<file path="src/rtl/tlb_pkg.sv">
package tlb_pkg;
  // What an incoming fill does to the entry array.
  typedef enum logic [1:0] {
    FILL_NONE   = 2'd0,
    FILL_UPDATE = 2'd1,
    FILL_ALLOC  = 2'd2,
    FILL_DROP   = 2'd3
  } fill_act_e;
endpackage

</file>
<file path="src/rtl/tlb_match.sv">
// Parallel compare of one key (page + address-space tag) against all entries.
module tlb_match #(
  parameter int N      = 16,
  parameter int VPN_W  = 20,
  parameter int ASID_W = 8
) (
  input  logic [N-1:0]      valid,
  input  logic [VPN_W-1:0]  vpn_tab  [N],
  input  logic [ASID_W-1:0] asid_tab [N],
  input  logic [VPN_W-1:0]  key_vpn,
  input  logic [ASID_W-1:0] key_asid,
  output logic [N-1:0]      hit_vec
);
  for (genvar g = 0; g < N; g++) begin : g_cmp
    assign hit_vec[g] = valid[g] && (vpn_tab[g] == key_vpn) && (asid_tab[g] == key_asid);
  end
endmodule

</file>
<file path="src/rtl/tlb_age.sv">
// Recency ranks (0 = most recent) kept as a permutation, plus victim choice.
module tlb_age #(
  parameter int N     = 16,
  parameter int IDX_W = 4
) (
  input  logic             clk,
  input  logic             rst_n,
  input  logic             touch_en,
  input  logic [IDX_W-1:0] touch_idx,
  input  logic [N-1:0]     cand_mask,
  input  logic [N-1:0]     free_mask,
  output logic [IDX_W-1:0] victim_idx,
  output logic             victim_ok
);
  logic [IDX_W-1:0] age_q [N];
  logic [IDX_W-1:0] age_d [N];
  logic [IDX_W-1:0] ref_age;

  assign ref_age = age_q[touch_idx];

  always_comb begin
    for (int i = 0; i < N; i++) begin
      age_d[i] = age_q[i];
      if (touch_en) begin
        if (touch_idx == IDX_W'(i))  age_d[i] = '0;
        else if (age_q[i] < ref_age) age_d[i] = age_q[i] + 1'b1;
      end
    end
  end

  always_ff @(posedge clk or negedge rst_n) begin
    if (!rst_n) begin
      for (int i = 0; i < N; i++) age_q[i] <= IDX_W'(i);
    end else if (touch_en) begin
      for (int i = 0; i < N; i++) age_q[i] <= age_d[i];
    end
  end

  logic             free_found;
  logic             old_found;
  logic [IDX_W-1:0] free_idx;
  logic [IDX_W-1:0] old_idx;
  logic [IDX_W-1:0] old_age;

  always_comb begin
    free_found = 1'b0;
    free_idx   = '0;
    old_found  = 1'b0;
    old_idx    = '0;
    old_age    = '0;
    for (int i = 0; i < N; i++) begin
      if (free_mask[i] && !free_found) begin
        free_found = 1'b1;
        free_idx   = IDX_W'(i);
      end
      if (cand_mask[i] && (!old_found || age_q[i] > old_age)) begin
        old_found = 1'b1;
        old_idx   = IDX_W'(i);
        old_age   = age_q[i];
      end
    end
    victim_idx = free_found ? free_idx : old_idx;
    victim_ok  = free_found || old_found;
  end
endmodule

</file>
<file path="src/rtl/tlb_asid_wired.sv">
module tlb_asid_wired
  import tlb_pkg::*;
#(
  parameter int N      = 16,
  parameter int VPN_W  = 20,
  parameter int PFN_W  = 20,
  parameter int ASID_W = 8
) (
  input  logic              clk,
  input  logic              rst_n,
  input  logic [ASID_W-1:0] cur_asid,
  input  logic              lk_req,
  input  logic [VPN_W-1:0]  lk_vpn,
  output logic              lk_hit,
  output logic [PFN_W-1:0]  lk_pfn,
  input  logic              fill_valid,
  input  logic [VPN_W-1:0]  fill_vpn,
  input  logic [PFN_W-1:0]  fill_pfn,
  input  logic              fill_wire,
  input  logic              flush,
  input  logic              flush_all,
  output logic              ovf
);
  localparam int IDX_W = (N > 1) ? $clog2(N) : 1;

  logic [N-1:0]      valid_q, valid_d;
  logic [N-1:0]      wired_q, wired_d;
  logic [VPN_W-1:0]  vpn_q  [N];
  logic [ASID_W-1:0] asid_q [N];
  logic [PFN_W-1:0]  pfn_q  [N];
  logic              ovf_q, ovf_d;

  logic [N-1:0]      lk_vec, fl_vec;
  logic [IDX_W-1:0]  lk_idx, fl_idx, wr_idx, victim_idx, touch_idx;
  logic              victim_ok, touch_en, wr_en;
  fill_act_e         act;

  tlb_match #(.N(N), .VPN_W(VPN_W), .ASID_W(ASID_W)) u_lk_match (
    .valid(valid_q), .vpn_tab(vpn_q), .asid_tab(asid_q),
    .key_vpn(lk_vpn), .key_asid(cur_asid), .hit_vec(lk_vec));

  tlb_match #(.N(N), .VPN_W(VPN_W), .ASID_W(ASID_W)) u_fl_match (
    .valid(valid_q), .vpn_tab(vpn_q), .asid_tab(asid_q),
    .key_vpn(fill_vpn), .key_asid(cur_asid), .hit_vec(fl_vec));

  // One-hot to index, and OR-mux of the hitting frame.
  always_comb begin
    lk_idx = '0;
    fl_idx = '0;
    lk_pfn = '0;
    for (int i = 0; i < N; i++) begin
      if (lk_vec[i]) begin
        lk_idx = lk_idx | IDX_W'(i);
        lk_pfn = lk_pfn | pfn_q[i];
      end
      if (fl_vec[i]) fl_idx = fl_idx | IDX_W'(i);
    end
  end
  assign lk_hit = |lk_vec;

  // Fill decision.
  always_comb begin
    act = FILL_NONE;
    if (fill_valid && !flush && !flush_all) begin
      if (|fl_vec)        act = FILL_UPDATE;
      else if (victim_ok) act = FILL_ALLOC;
      else                act = FILL_DROP;
    end
    wr_en  = (act == FILL_UPDATE) || (act == FILL_ALLOC);
    wr_idx = (act == FILL_UPDATE) ? fl_idx : victim_idx;
    ovf_d  = (act == FILL_DROP);
  end

  // Recency: a write wins over a concurrent lookup touch.
  always_comb begin
    touch_en  = wr_en || (lk_req && lk_hit);
    touch_idx = wr_en ? wr_idx : lk_idx;
  end

  tlb_age #(.N(N), .IDX_W(IDX_W)) u_age (
    .clk(clk), .rst_n(rst_n),
    .touch_en(touch_en), .touch_idx(touch_idx),
    .cand_mask(~wired_q), .free_mask(~valid_q),
    .victim_idx(victim_idx), .victim_ok(victim_ok));

  // Valid / pin next state.
  always_comb begin
    valid_d = valid_q;
    wired_d = wired_q;
    if (flush_all) begin
      valid_d = '0;
      wired_d = '0;
    end else if (flush) begin
      valid_d = valid_q & wired_q;
    end else if (wr_en) begin
      valid_d[wr_idx] = 1'b1;
      wired_d[wr_idx] = (act == FILL_UPDATE) ? (wired_q[wr_idx] | fill_wire) : fill_wire;
    end
  end

  always_ff @(posedge clk or negedge rst_n) begin
    if (!rst_n) begin
      valid_q <= '0;
      wired_q <= '0;
      ovf_q   <= 1'b0;
    end else begin
      valid_q <= valid_d;
      wired_q <= wired_d;
      ovf_q   <= ovf_d;
    end
  end

  // Payload storage: no reset, written only under its enable.
  always_ff @(posedge clk) begin
    for (int i = 0; i < N; i++) begin
      if (wr_en && (wr_idx == IDX_W'(i))) begin
        vpn_q[i]  <= fill_vpn;
        asid_q[i] <= cur_asid;
        pfn_q[i]  <= fill_pfn;
      end
    end
  end

  assign ovf = ovf_q;
endmodule

</file>
<file path="config.mk">
export PLATFORM = sky130hd
export DESIGN_NAME = tlb_asid_wired
export DESIGN_NICKNAME = d
export VERILOG_FILES = /design/src/rtl/tlb_pkg.sv /design/src/rtl/tlb_match.sv /design/src/rtl/tlb_age.sv /design/src/rtl/tlb_asid_wired.sv
export SDC_FILE = /design/constraint.sdc
export NUM_CORES = 2
export LEC_CHECK = 0
export BUFFER_PORTS_ARGS = -buffer_cell sky130_fd_sc_hd__buf_4
export CORE_MARGIN = 2
export CORE_UTILIZATION = 30
export CTS_CLUSTER_SIZE = 10
export DETAILED_ROUTE_END_ITERATION = 8
export SYNTH_ARGS = -nofsm -noshare
export SYNTH_HDL_FRONTEND = slang
export SYNTH_SLANG_ARGS = --single-unit
export TNS_END_PERCENT = 5
</file>
<file path="constraint.sdc">
create_clock -name clk -period 43.3 [get_ports clk]
set_clock_uncertainty 0.05 [all_clocks]
set_input_delay 4.33 -clock clk [delete_from_list [all_inputs] [get_ports clk]]
set_output_delay 4.33 -clock clk [all_outputs]
set_load 0.005 [all_outputs]
</file>
==> metrics.md <==
| Metric | Value |
|---|---|
| Worst Setup End Kind | `flip-flop` |
| Tmin final | `29.24 ns` |
| Total Wirelength | `142,000 µm` |
| Max-cap check violation count | `0` |
| Clock insertion delay at the later pin of the skew report | `0.72 ns` |
| Synth Flop Type | `edfxtp_1` |
| Final setup fails | `0` |
| Mean post-synth cell area | `12.2 µm²` |
| Die X-Extent | `393 µm` |
| Type of the worst setup path | `flip-flop to flip-flop` |
| FF-to-FF End | `u_age.age_q[27]` |
| Post-Syn Instances | `3,701` |
| Yosys top cell by area | `edfxtp_1` |
| TNS Setup | `0 ns` |
| R2R depth | `134` |
| Clk slew on worst S/H paths | `0.06 ns` |
| Register area share after synthesis | `0.564` |
| Number of global-route vias before repair | `30.7k` |
| Drt pass-1 iters | `6` |
| Die span in y | `393 µm` |
| Area contributors post-synth | `edfxtp_1 51%, xnor2_1 7.7%, xor2_1 7.2%` |
| CP peak stage delay | `0.76 ns` |
| Met3 Use GR | `0.0292` |
| Max H-tree Level | `3` |
| Worst-path fanout max | `18` |
| Max_slew headroom | `0.287` |
| Port Buffers | `96` |
| Worst hold start | `u_age.age_q[19]` |
| Max Root-Sink Buffers | `3` |
| Crit Reg-Reg Startpoint | `wired_q[0]` |
| Total number of vias | `31.6k` |
| Worst-margin pin slew | `1.07 ns` |
| Most frequent CP cell | `ha_1` |
| Met2 GRT Util | `0.295` |
| Reg-to-reg slack, setup | `14.06 ns` |
| Unrepaired setup endpoints after global routing | `false` |
| Syn Std Cell Area | `0.0453 mm²` |
| Outcome | `finished clean` |
| Post-DP HPWL | `83,900 µm` |
| Full die area | `0.154 mm²` |
| First-pass GRT wire length | `207,000 µm` |
| Total CTS buffers | `101` |
| Antenna violations before repair | `4` |
| Root Buffer | `clkbuf_16` |
| Initial Util | `0.302` |
| Hold Buf Count CTS | `0` |
| #FFs+latches synth | `865` |
| CP max-delay cell | `a21o_1` |
| Vias per cell | `5.41` |
| Sink Count | `865` |
| Fillers | `14.7k` |
| Library cells used by synthesis | `95` |
| Setup repair bufs after CTS | `0` |
| Hold depth | `2` |
| Area delta synth->final | `13.5%` |
| Post-synth top area share | `0.509` |
| Post-synth ARST share | `0.112` |
| Critical Path Source Type | `flip-flop` |
| HP Class | `flip-flop to flip-flop` |
| Achievable Freq | `34.2 MHz` |
| Ant diodes | `0` |
| Fin crit share | `0.675` |
| Wire length per cell | `24.3 µm` |
| Worst endpoint required time | `43.83 ns` |
| CTS tree | `yes` |
| Post-synth net total | `3,894` |
| Most frequent cells after synthesis | `768 x edfxtp_1, 396 x xnor2_1, 372 x xor2_1` |
| RD Place Congestion | `0.900` |
| Core Footprint | `0.150 mm²` |
| Row Count | `142` |
| Ys Warns | `0` |
| Max Slew Vio Count | `0` |
| Total congestion overflow | `0` |
| Number of remaining DRC errors | `0` |
| WHS Endpoint | `u_age.age_q[19]` |
| Share of cells above drive strength 1 | `0.107` |
| GRT Total Usage | `0.180` |
| Final net count | `3,959` |
| Count leader, synth | `edfxtp_1` |
| Resized Gates After CTS | `0` |
| Largest net degree at the start of global routing | `61` |
| GR Layer Usage met1 | `0.241` |
| Fin. Hold Viols | `0` |
| Worst EP arrival | `29.77 ns` |
| Number of synthesized flops with an enable pin | `768` |
| I/O pins | `97` |
| Initial DRC count | `3,027` |
| Global route hottest layer | `met2` |
| Post-DRT Antenna Nets | `0` |
[cells in the final DEF, fill, tap and decap left out, types with 65 or more instances in the layout]
| master | synthesis | final |
|---|---|---|
| a21oi_1 | 123 | 122 |
| a221oi_1 | 82 | 82 |
| a22o_1 | 81 | 81 |
| buf_4 | 3 | 140 |
| clkbuf_16 | 0 | 102 |
| dfrtp_1 | 65 | 65 |
| edfxtp_1 | 768 | 768 |
| ha_1 | 118 | 118 |
| inv_1 | 75 | 75 |
| nand2_1 | 248 | 248 |
| nand4_1 | 164 | 164 |
| nor2_1 | 134 | 117 |
| nor3_1 | 83 | 74 |
| nor4_1 | 122 | 114 |
| o21ai_0 | 99 | 98 |
| xnor2_1 | 396 | 396 |
| xor2_1 | 372 | 372 |
[metal layers]
layer | wire (µm) | share of wire
met5 | 36 | 0.00025
met1 | 60000 | 0.42
met3 | 10500 | 0.074
met4 | 4920 | 0.035
met2 | 66300 | 0.47
[stage by stage]
stage,std cells,instance area (µm²),hold slack [ns],util,worst slack [ns]
after detailed placement,5679,48400,0.471,0.323,14.42
after floorplan,3701,45300,0.439,-,17.08
after global routing,5836,51400,0.494,0.343,11.70
after CTS,5836,51400,0.476,0.343,14.36
after global placement,5679,48400,0.468,0.323,15.40
final,5836,51400,0.480,0.343,14.06
[critical path: cells and delay by family (launching register included)]
family | cells | cell delay (ns)
AO/OA/AOI/OAI | 67 | 14.77
adder cells (fa/ha/maj) | 17 | 5.01
buffers and inverters | 9 | 0.81
flip-flops | 1 | 0.60
multiplexers | 12 | 3.38
AND/OR/NAND/NOR | 29 | 4.53
[worst max path at each step]
stage,start,endpoint
global placement,wired_q[0],u_age.age_q[3]
detailed placement,wired_q[0],u_age.age_q[27]
global route,wired_q[0],u_age.age_q[27]
CTS,wired_q[0],u_age.age_q[27]
floorplan,wired_q[0],u_age.age_q[35]
finish,wired_q[0],u_age.age_q[27]
[area by class of cell]
cell class                      count  area [µm²]  share of cell area
Tap cell                         2016        2520              0.0491
Sequential cell                   865       25500               0.497
Multi-Input combinational cell   2583       19000               0.370
Clock inverter                     16         251             0.00489
Inverter                           75         282             0.00548
Timing Repair Buffer              140        1050              0.0204
Clock buffer                      141        2740              0.0533
[sequential cells by signal, summed over array words and instances, names as in the netlist]
signal,flops
pfn_q,320
wired_q,16
valid_q,16
vpn_q,320
asid_q,128
u_age.age_q,64
ovf,1
[logic make-up after synthesis]
kind of cell               after synthesis  synth area share
AOI/OAI and AO/OA                      663             0.108
muxes                                   48            0.0115
and+or+nand+nor                        985             0.114
xor gates and xnor gates               768             0.149
DFF                                    865             0.564
buffers and inverters                  253            0.0215
adders and majority gates              119            0.0328
Power is not shown: default switching activity piles up to over one toggle a cycle in this logic, so the estimate is an artifact.
